## src/rtl/ptmr_pkg.sv

```systemverilog
package ptmr_pkg;
  typedef enum logic [1:0] {
    ADR_MODE = 2'd0,
    ADR_LOAD = 2'd1,
    ADR_STAT = 2'd2,
    ADR_NONE = 2'd3
  } ptmr_addr_e;

  localparam int BIT_RUN    = 12;
  localparam int BIT_REPEAT = 10;
  localparam int BIT_IRQEN  = 8;
  localparam int BIT_FLAG   = 0;
  localparam int DIV_LSB    = 16;

  localparam logic [2:0]  FN_TIMER  = 3'd4;
  localparam logic [31:0] MODE_KEEP = 32'h0003_1737;
endpackage

```

## src/rtl/ptmr_stage.sv

```systemverilog
module ptmr_stage #(
  parameter int W = 16
) (
  input  logic         clk,
  input  logic         rst_n,
  input  logic         restart,
  input  logic         step,
  input  logic [W:0]   limit,
  output logic [W-1:0] value,
  output logic         wrap
);
  localparam logic [W:0] ONE = (W+1)'(1);

  logic [W-1:0] val_q;
  logic         at_end;

  assign at_end = ({1'b0, val_q} == (limit - ONE));
  assign wrap   = step & at_end;
  assign value  = val_q;

  always_ff @(posedge clk) begin
    if (!rst_n)       val_q <= '0;
    else if (restart) val_q <= '0;
    else if (step) begin
      if (at_end) val_q <= '0;
      else        val_q <= val_q + 1'b1;
    end
  end
endmodule

```

## src/rtl/ptmr_regs.sv

```systemverilog
module ptmr_regs
  import ptmr_pkg::*;
#(
  parameter int DATA_W = 32,
  parameter int DIV_W  = 16,
  parameter int PER_W  = 16
) (
  input  logic              clk,
  input  logic              rst_n,
  input  logic              bus_sel,
  input  logic              bus_we,
  input  logic [1:0]        bus_addr,
  input  logic [DATA_W-1:0] bus_wdata,
  output logic [DATA_W-1:0] bus_rdata,
  input  logic              tc,
  output logic              run_en,
  output logic              repeat_en,
  output logic              irq_en,
  output logic [2:0]        fn_sel,
  output logic [DIV_W-1:0]  cfg_div,
  output logic [PER_W-1:0]  cfg_per,
  output logic              start,
  output logic              flag,
  output logic              irq
);
  localparam logic [DATA_W-1:0] KEEP = DATA_W'(MODE_KEEP);

  logic [DATA_W-1:0] mode_q, load_q;
  logic              flag_q;
  logic              wr, wr_mode, wr_load, wr_stat;

  assign wr      = bus_sel & bus_we;
  assign wr_mode = wr & (bus_addr == ADR_MODE);
  assign wr_load = wr & (bus_addr == ADR_LOAD);
  assign wr_stat = wr & (bus_addr == ADR_STAT);

  assign start = wr_mode & bus_wdata[BIT_RUN] & ~mode_q[BIT_RUN];

  always_ff @(posedge clk) begin
    if (!rst_n) begin
      mode_q <= '0;
      load_q <= '0;
      flag_q <= 1'b0;
    end else begin
      if (wr_mode)
        mode_q <= bus_wdata & KEEP;
      else if (tc && !mode_q[BIT_REPEAT])
        mode_q[BIT_RUN] <= 1'b0;
      if (wr_load)
        load_q <= bus_wdata;
      if (tc)
        flag_q <= 1'b1;
      else if (wr_stat && bus_wdata[BIT_FLAG])
        flag_q <= 1'b0;
    end
  end

  always_comb begin
    case (bus_addr)
      ADR_MODE: bus_rdata = mode_q;
      ADR_LOAD: bus_rdata = load_q;
      ADR_STAT: bus_rdata = {{(DATA_W-1){1'b0}}, flag_q};
      default:  bus_rdata = '0;
    endcase
  end

  assign run_en    = mode_q[BIT_RUN];
  assign repeat_en = mode_q[BIT_REPEAT];
  assign irq_en    = mode_q[BIT_IRQEN];
  assign fn_sel    = mode_q[2:0];
  assign cfg_div   = load_q[DIV_LSB +: DIV_W];
  assign cfg_per   = load_q[PER_W-1:0];
  assign flag      = flag_q;
  assign irq       = flag_q & mode_q[BIT_IRQEN];
endmodule

```

## src/rtl/prescaled_timer.sv

```systemverilog
module prescaled_timer
  import ptmr_pkg::*;
#(
  parameter int DATA_W = 32,
  parameter int DIV_W  = 16,
  parameter int PER_W  = 16
) (
  input  logic              clk,
  input  logic              rst_n,
  input  logic              bus_sel,
  input  logic              bus_we,
  input  logic [1:0]        bus_addr,
  input  logic [DATA_W-1:0] bus_wdata,
  output logic [DATA_W-1:0] bus_rdata,
  output logic              irq
);
  localparam logic [DIV_W:0] DIV_FULL = {1'b1, {DIV_W{1'b0}}};
  localparam logic [PER_W:0] PER_FULL = {1'b1, {PER_W{1'b0}}};

  logic              run_en, repeat_en, irq_en, start, flag, running, tc, pre_wrap;
  logic [2:0]        fn_sel;
  logic [DIV_W-1:0]  cfg_div, act_div, pre_cnt;
  logic [PER_W-1:0]  cfg_per, act_per, per_cnt;
  logic [DIV_W:0]    pre_lim;
  logic [PER_W:0]    per_lim;

  ptmr_regs #(.DATA_W(DATA_W), .DIV_W(DIV_W), .PER_W(PER_W)) u_regs (
    .clk(clk), .rst_n(rst_n),
    .bus_sel(bus_sel), .bus_we(bus_we), .bus_addr(bus_addr),
    .bus_wdata(bus_wdata), .bus_rdata(bus_rdata),
    .tc(tc), .run_en(run_en), .repeat_en(repeat_en), .irq_en(irq_en),
    .fn_sel(fn_sel), .cfg_div(cfg_div), .cfg_per(cfg_per),
    .start(start), .flag(flag), .irq(irq)
  );

  assign running = run_en & (fn_sel == FN_TIMER);

  // active copies, taken up on start and on each terminal-count reload
  always_ff @(posedge clk) begin
    if (!rst_n) begin
      act_div <= '0;
      act_per <= '0;
    end else if (start || tc) begin
      act_div <= cfg_div;
      act_per <= cfg_per;
    end
  end

  assign pre_lim = (act_div == '0) ? DIV_FULL : {1'b0, act_div};
  assign per_lim = (act_per == '0) ? PER_FULL : {1'b0, act_per};

  ptmr_stage #(.W(DIV_W)) u_pre (
    .clk(clk), .rst_n(rst_n), .restart(start), .step(running),
    .limit(pre_lim), .value(pre_cnt), .wrap(pre_wrap)
  );

  ptmr_stage #(.W(PER_W)) u_per (
    .clk(clk), .rst_n(rst_n), .restart(start), .step(pre_wrap),
    .limit(per_lim), .value(per_cnt), .wrap(tc)
  );
endmodule

```

## config.mk

```make
export PLATFORM = sky130hd
export DESIGN_NAME = prescaled_timer
export DESIGN_NICKNAME = d
export VERILOG_FILES = /design/src/rtl/ptmr_pkg.sv /design/src/rtl/ptmr_stage.sv /design/src/rtl/ptmr_regs.sv /design/src/rtl/prescaled_timer.sv
export SDC_FILE = /design/constraint.sdc
export NUM_CORES = 1
export LEC_CHECK = 0
export ABC_AREA = 1
export CORE_AREA = 2 2 125 115
export CTS_BUF_LIST = sky130_fd_sc_hd__clkbuf_4 sky130_fd_sc_hd__clkbuf_8 sky130_fd_sc_hd__clkbuf_16
export CTS_CLUSTER_DIAMETER = 100
export DETAILED_ROUTE_END_ITERATION = 7
export DIE_AREA = 0 0 127 117
export HOLD_SLACK_MARGIN = 0.12
export PLACE_DENSITY = 0.76
export SLEW_MARGIN = 20
export SYNTH_ARGS = -nofsm -noshare
export SYNTH_HDL_FRONTEND = slang
export SYNTH_HIERARCHICAL = 1
export SYNTH_SLANG_ARGS = --single-unit
```

## constraint.sdc

```tcl
create_clock -name clk -period 2.8 [get_ports clk]
set_input_delay 0.42 -clock clk [delete_from_list [all_inputs] [get_ports clk]]
set_output_delay 0.42 -clock clk [all_outputs]
set_load 0.1 [all_outputs]
```

-- Word level (Yosys, flattened, before mapping)
Index checks and enable logic that the tools add are counted.
- mux-type cells: 9
- bitwise gates (word level): 12
- reductions and logical operators: 10
- eq/ne operators: 5
- add/sub/neg operators: 4
- operator list (operator ; count):
    32-bit case mux with 3 select lines ; 1
    16-bit by 17-bit equality test with 1-bit output ; 2
    17-bit two-way mux ; 2
    17-bit by 1-bit subtractor with 17-bit output (second input constant) ; 2
    16-bit by 1-bit adder with 16-bit output (second input constant) ; 2
    16-bit logical NOT ; 2
    16-bit two-way mux ; 2
    1-bit AND ; 10
    1-bit two-way mux ; 4
    2-bit nonzero test ; 2
    3-bit equality test (second input constant) ; 1
    2-bit by 1-bit equality test with 1-bit output (second input constant) ; 1
    2-bit equality test (second input constant) ; 1
    1-bit logical AND ; 2
    2-bit logical NOT ; 1
    1-bit inverter ; 2
    2-bit OR reduction ; 1
    1-bit logical NOT ; 1
    1-bit logical OR ; 1
- register bits after elaboration: 108
- output and inout port bits: 33
- input bits: 38
- word-level logic and storage cells: 48

-- Longest topological paths before layout
- depth in word-level cells: 9
- gate-level depth with buffers: 24
- mapped depth without buffers: 22

-- Modules after synthesis
The synthesis kept the hierarchy.
- by module, submodules not included (module ; seq. area each (sq um) ; instances ; cells an instance ; area an instance (sq um)):
    ptmr_stage ; 320.3 ; 2 ; 297 ; 1729.2
    ptmr_regs ; 880.8 ; 1 ; 272 ; 1894.3
    prescaled_timer ; 640.6 ; 1 ; 227 ; 1554.0

-- Worst setup path after synthesis
Ideal clock, no wire load.
- path kind: input to output
- start: in bus_addr[0]
- end: out bus_rdata[10]
- buffers on the path: 0
- required time: 2380 ps
- data arrival time: 2629 ps
- setup slack: -249 ps
- cell stages on the path: 3
- cell sequence: inv_2 -> nand2_1 -> o21ai_0
- longest elaborated chain between the ends: 2
- elaborated cells on any way between the ends: 4
- those cells by class: eq/ne: 2; mux: 1; reduce/logical: 1
- ends and longest elaborated chain (what ; RTL line ; text):
    start: declaration ; prescaled_timer.sv:12 ; input logic [1:0] bus_addr,
    2-bit equality test, or another cell as far along ; ptmr_regs.sv:59 ; case (bus_addr)
    32-bit case mux with 3 select lines * ; ptmr_regs.sv:59 ;
    end: declaration ; prescaled_timer.sv:14 ; output logic [DATA_W-1:0] bus_rdata,
Mark *: on every way between the ends. The rest lies on a longest branch, timed or not.

-- Worst setup path in the final report
- start: reg act_div[4]
- end: reg u_per.val_q[14], in the netlist u_per/value[14]
- longest elaborated chain between the ends: 5
- ends and longest elaborated chain (what ; RTL line ; text):
    start: declaration ; prescaled_timer.sv:22 ; logic [DIV_W-1:0] cfg_div, act_div, pre_cnt;
    start signal: assignment ; prescaled_timer.sv:44 ; act_div <= cfg_div;
    16-bit logical NOT ; prescaled_timer.sv:49 ; assign pre_lim = (act_div == '0) ? DIV_FULL : {1'b0, act_div};
    17-bit two-way mux * ; prescaled_timer.sv:49 ;
    17-bit by 1-bit subtractor with 17-bit output * ; ptmr_stage.sv:17 ; assign at_end = ({1'b0, val_q} == (limit - ONE));
    16-bit by 17-bit equality test with 1-bit output * ; ptmr_stage.sv:17 ;
    1-bit AND * ; ptmr_stage.sv:18 ; assign wrap = step & at_end;
    via pre_wrap ; prescaled_timer.sv:20 ; logic run_en, repeat_en, irq_en, start, flag, running, tc, pre_wrap;
    end signal: assignment ; ptmr_stage.sv:26 ; else val_q <= val_q + 1'b1;
    end: declaration ; ptmr_stage.sv:14 ; logic [W-1:0] val_q;
Mark *: on every way through the listed nets, which the timed path passes. The rest lies on a longest branch.
A chain may end at the register's enable or synchronous reset.

==> metrics.txt <==
status=finished clean; Setup crit end kind=register; synthesis-to-layout area growth=23.95%; Max Clock Skew=approximately 0.008 ns; I/O pins=71; Hold Startpoint=u_regs/mode_q[4]; Hold Buf Count CTS=0; RSZ-0062 raised after global routing=yes; mean post-synth cell area=6.319 µm²; fill cell count=1237; cts bufs inserted=9; CTS Sinks=between 100 and 150; # DRC=0; slowest stage delay, CP=~0.40 ns; Syn Inst Count=roughly 1100; Non-Filler Instances=~1300; via count of the routed design=6661; dpl cells=between 1000 and 1500; core area=about 14000 µm²; Top FF cell, synth=dfxtp_1; Slew @ Worst Pin=between 0.5 and 0.6 ns; critical-path cell list=nor2_4, nand2_2, o21ai_1, nand2_1, nand2_1, nand4_1, nor2_4, nand3_4, inv_4, nand2_4, nor2_4, nand3_2, nor2_2, nand4_1, nor2_2, nand4_1, xor2_1, nor2_2; count of pins over their slew limit=0; Worst-Skew Late Latency=0.36 ns; Max FO, Critical Path=5; initial core utilization=about 50%; Die Wd=between 100 and 150 µm; Worst EP required=3.05 ns; root buffer cell=clkbuf_16; power density cells=around 410 nW/µm²; register area=2172 µm²; Placer Congestion=0.9150; Crit. Startpoint=act_div[4]; Area after DPL=about 8000 µm²; critical path's slowest cell=dfxtp_1; Clock Tree Buf Depth=2; final setup vio count=0; Distinct cells, synth=35; reg2reg start=act_div[4]; Post-synth ARST share=0%; area of the multi-input gates=~4000 µm²; fmax=363.2 MHz; EDFF count, synth=0; #FFs+latches synth=around 110; Critical Path Start Type=register; Tmin final=between 2 and 3 ns; total gr overflow=0; Relative slew margins=around three fifths; Netlist Area Pre-Place=around 6900 µm²; die span in y=approximately 120 µm; Worst-path clk slew=roughly 0.08 ns; Worst EP arrival=3.01 ns; Max-cap violations=0; Pre-antenna DRT Iters=4; HP Class=reg2reg; Final Power=roughly 3.5 mW; post-DP HPWL=between 10000 and 15000 µm; largest net degree at the start of global routing=33; Seq/Total Area, Yosys=a little under a third; initial antenna violation count=0; WL final=between 15000 and 20000 µm; first-pass GRT wire length=between 20000 and 30000 µm; final hold viol count=0; fraction of layout cells with a size suffix above 1=between 10% and 20%; H-tree depth=3; number of global-route vias before repair=between 6000 and 7000; static leakage=3.782 nW; fin nets=between 1000 and 1500; CTS tree=yes; maximum vdd drop=0.0003043 V; Mapped Nets=around 1100; initial DRC count=about 360; post-route antenna net violation count=0; Port Buffers=70; row count=41; Synth warnings=6; fin area=8561 µm²; aggregate global-route resource usage=a little under a quarter; Critical Setup Path Class=reg2reg; DR WL/cell=about 13 µm; Die Area=14860 µm²; antenna cells=0; drt via density=5.046; setup_tns=0 ns; Final Cycle Share=between 90% and 100%
==> power by group <==
group	leakage, nW	switching, mW	internal, mW	total, mW
logic	2.76	0.378	0.237	0.615
registers	0.877	0.0368	1.57	1.60
clock network	0.144	0.626	0.647	1.27
total	3.78	1.04	2.45	3.49
==> flip-flops by register name (all words and copies together) (netlist names) <==
register,cells
u_regs/load_q,32
act_div,16
act_per,16
u_per/value,16
u_pre/value,16
u_regs/mode_q,11
u_regs/flag,1
==> cells by family (layout without fill, tap and decap cells) <==
family,after synthesis,in the layout,synth area share [%]
simple gates,613,613,41.29
buf+inv,222,277,13.48
compound gates,110,110,8.641
flops,108,108,31.30
xor+xnor,36,36,4.565
fa+ha+maj,4,4,0.7247
==> worst max-delay path, delay by kind of cell, from the launching register on <==
kind / cells / cell delay (ns)
simple gates: 15 / 1.75
flops: 1 / 0.40
compound gates: 1 / 0.23
xor+xnor: 1 / 0.18
buf+inv: 1 / 0.08
==> per-stage QoR <==
stage | setup slack (ns) | util [%] | hold slack [ns]
global route | -0.1666 | 62.74 | 0.5157
detailed placement | 0.01933 | 58.78 | 0.4741
finish | 0.04687 | 62.74 | 0.4892
floorplan | -0.03682 | - | 0.4489
CTS | 0.02119 | 60.95 | 0.4806
global placement | 0.06184 | 58.78 | 0.4654
==> final cells by class <==
type | count | area share, %
Tap cell | 172 | 2.514
Timing Repair Buffer | 101 | 14.79
Clock inverter | 6 | 0.6723
Clock buffer | 10 | 2.792
Multi-Input combinational cell | 763 | 46.67
Sequential cell | 108 | 25.37
Inverter | 160 | 7.191
==> metal layers <==
layer / part of all wire (%) / track usage, % / vias up
li1: - / - / 3445
met2: 47 / 40.04 / 168
met1: 47 / 30.10 / 3030
met4: 1.3 / 5.495 / 0
met3: 5.5 / 5.636 / 18
met5: 0 / 0 / -
==> Yosys cell counts, drive strengths merged (5+ instances only) <==
library cell | count | area, µm²
nor2 | 294 | 1361
nand2 | 217 | 894.6
inv | 160 | 603.1
dfxtp | 108 | 2162
o21ai | 89 | 452.9
nand3 | 67 | 360.3
clkbuf | 42 | 158.9
xor2 | 32 | 280.3
buf | 20 | 168.9
nand4 | 18 | 112.6
a21oi | 10 | 50.05
a22o | 9 | 78.83
nand3b | 6 | 45.04
nor3 | 5 | 25.02
==> path summary, 6_finish.rpt <==
| check | to | cells after the start | slack, ns |
|---|---|---|---|
| setup / recovery | u_per/value[14] | 18 | 0.05 |
| hold / removal | u_regs/mode_q[4] | 2 | 0.49 |
| setup reg to reg | u_per/value[14] | 18 | 0.05 |
| hold reg to reg | u_regs/mode_q[4] | 2 | 0.49 |
==> repair_timing <==
| item | in CTS | in global routing |
|---|---|---|
| gates resized for setup | 0 | 54 |
| pin swaps | 3 | 17 |
| endpoints found under the setup margin | 2 | 41 |
| buffers inserted | 0 | 7 |
==> placed cells by master (no fill, tap or decap), types with 5 or more instances in the layout <==
cell type	count
dfxtp_2	5
dfxtp_1	102
clkbuf_16	9
o21ai_1	46
a21oi_1	10
nor2_2	65
nand2_1	197
nand3_1	57
inv_1	151
nor2_1	212
nand3b_1	6
buf_4	29
inv_2	5
clkdlybuf4s50_1	36
nand3_2	7
buf_12	33
nand4_1	18
nor2_4	15
xor2_1	31
o21ai_2	9
o21ai_0	34
a22o_1	9
nand2_2	14
Power figures use the tool's default switching activity.
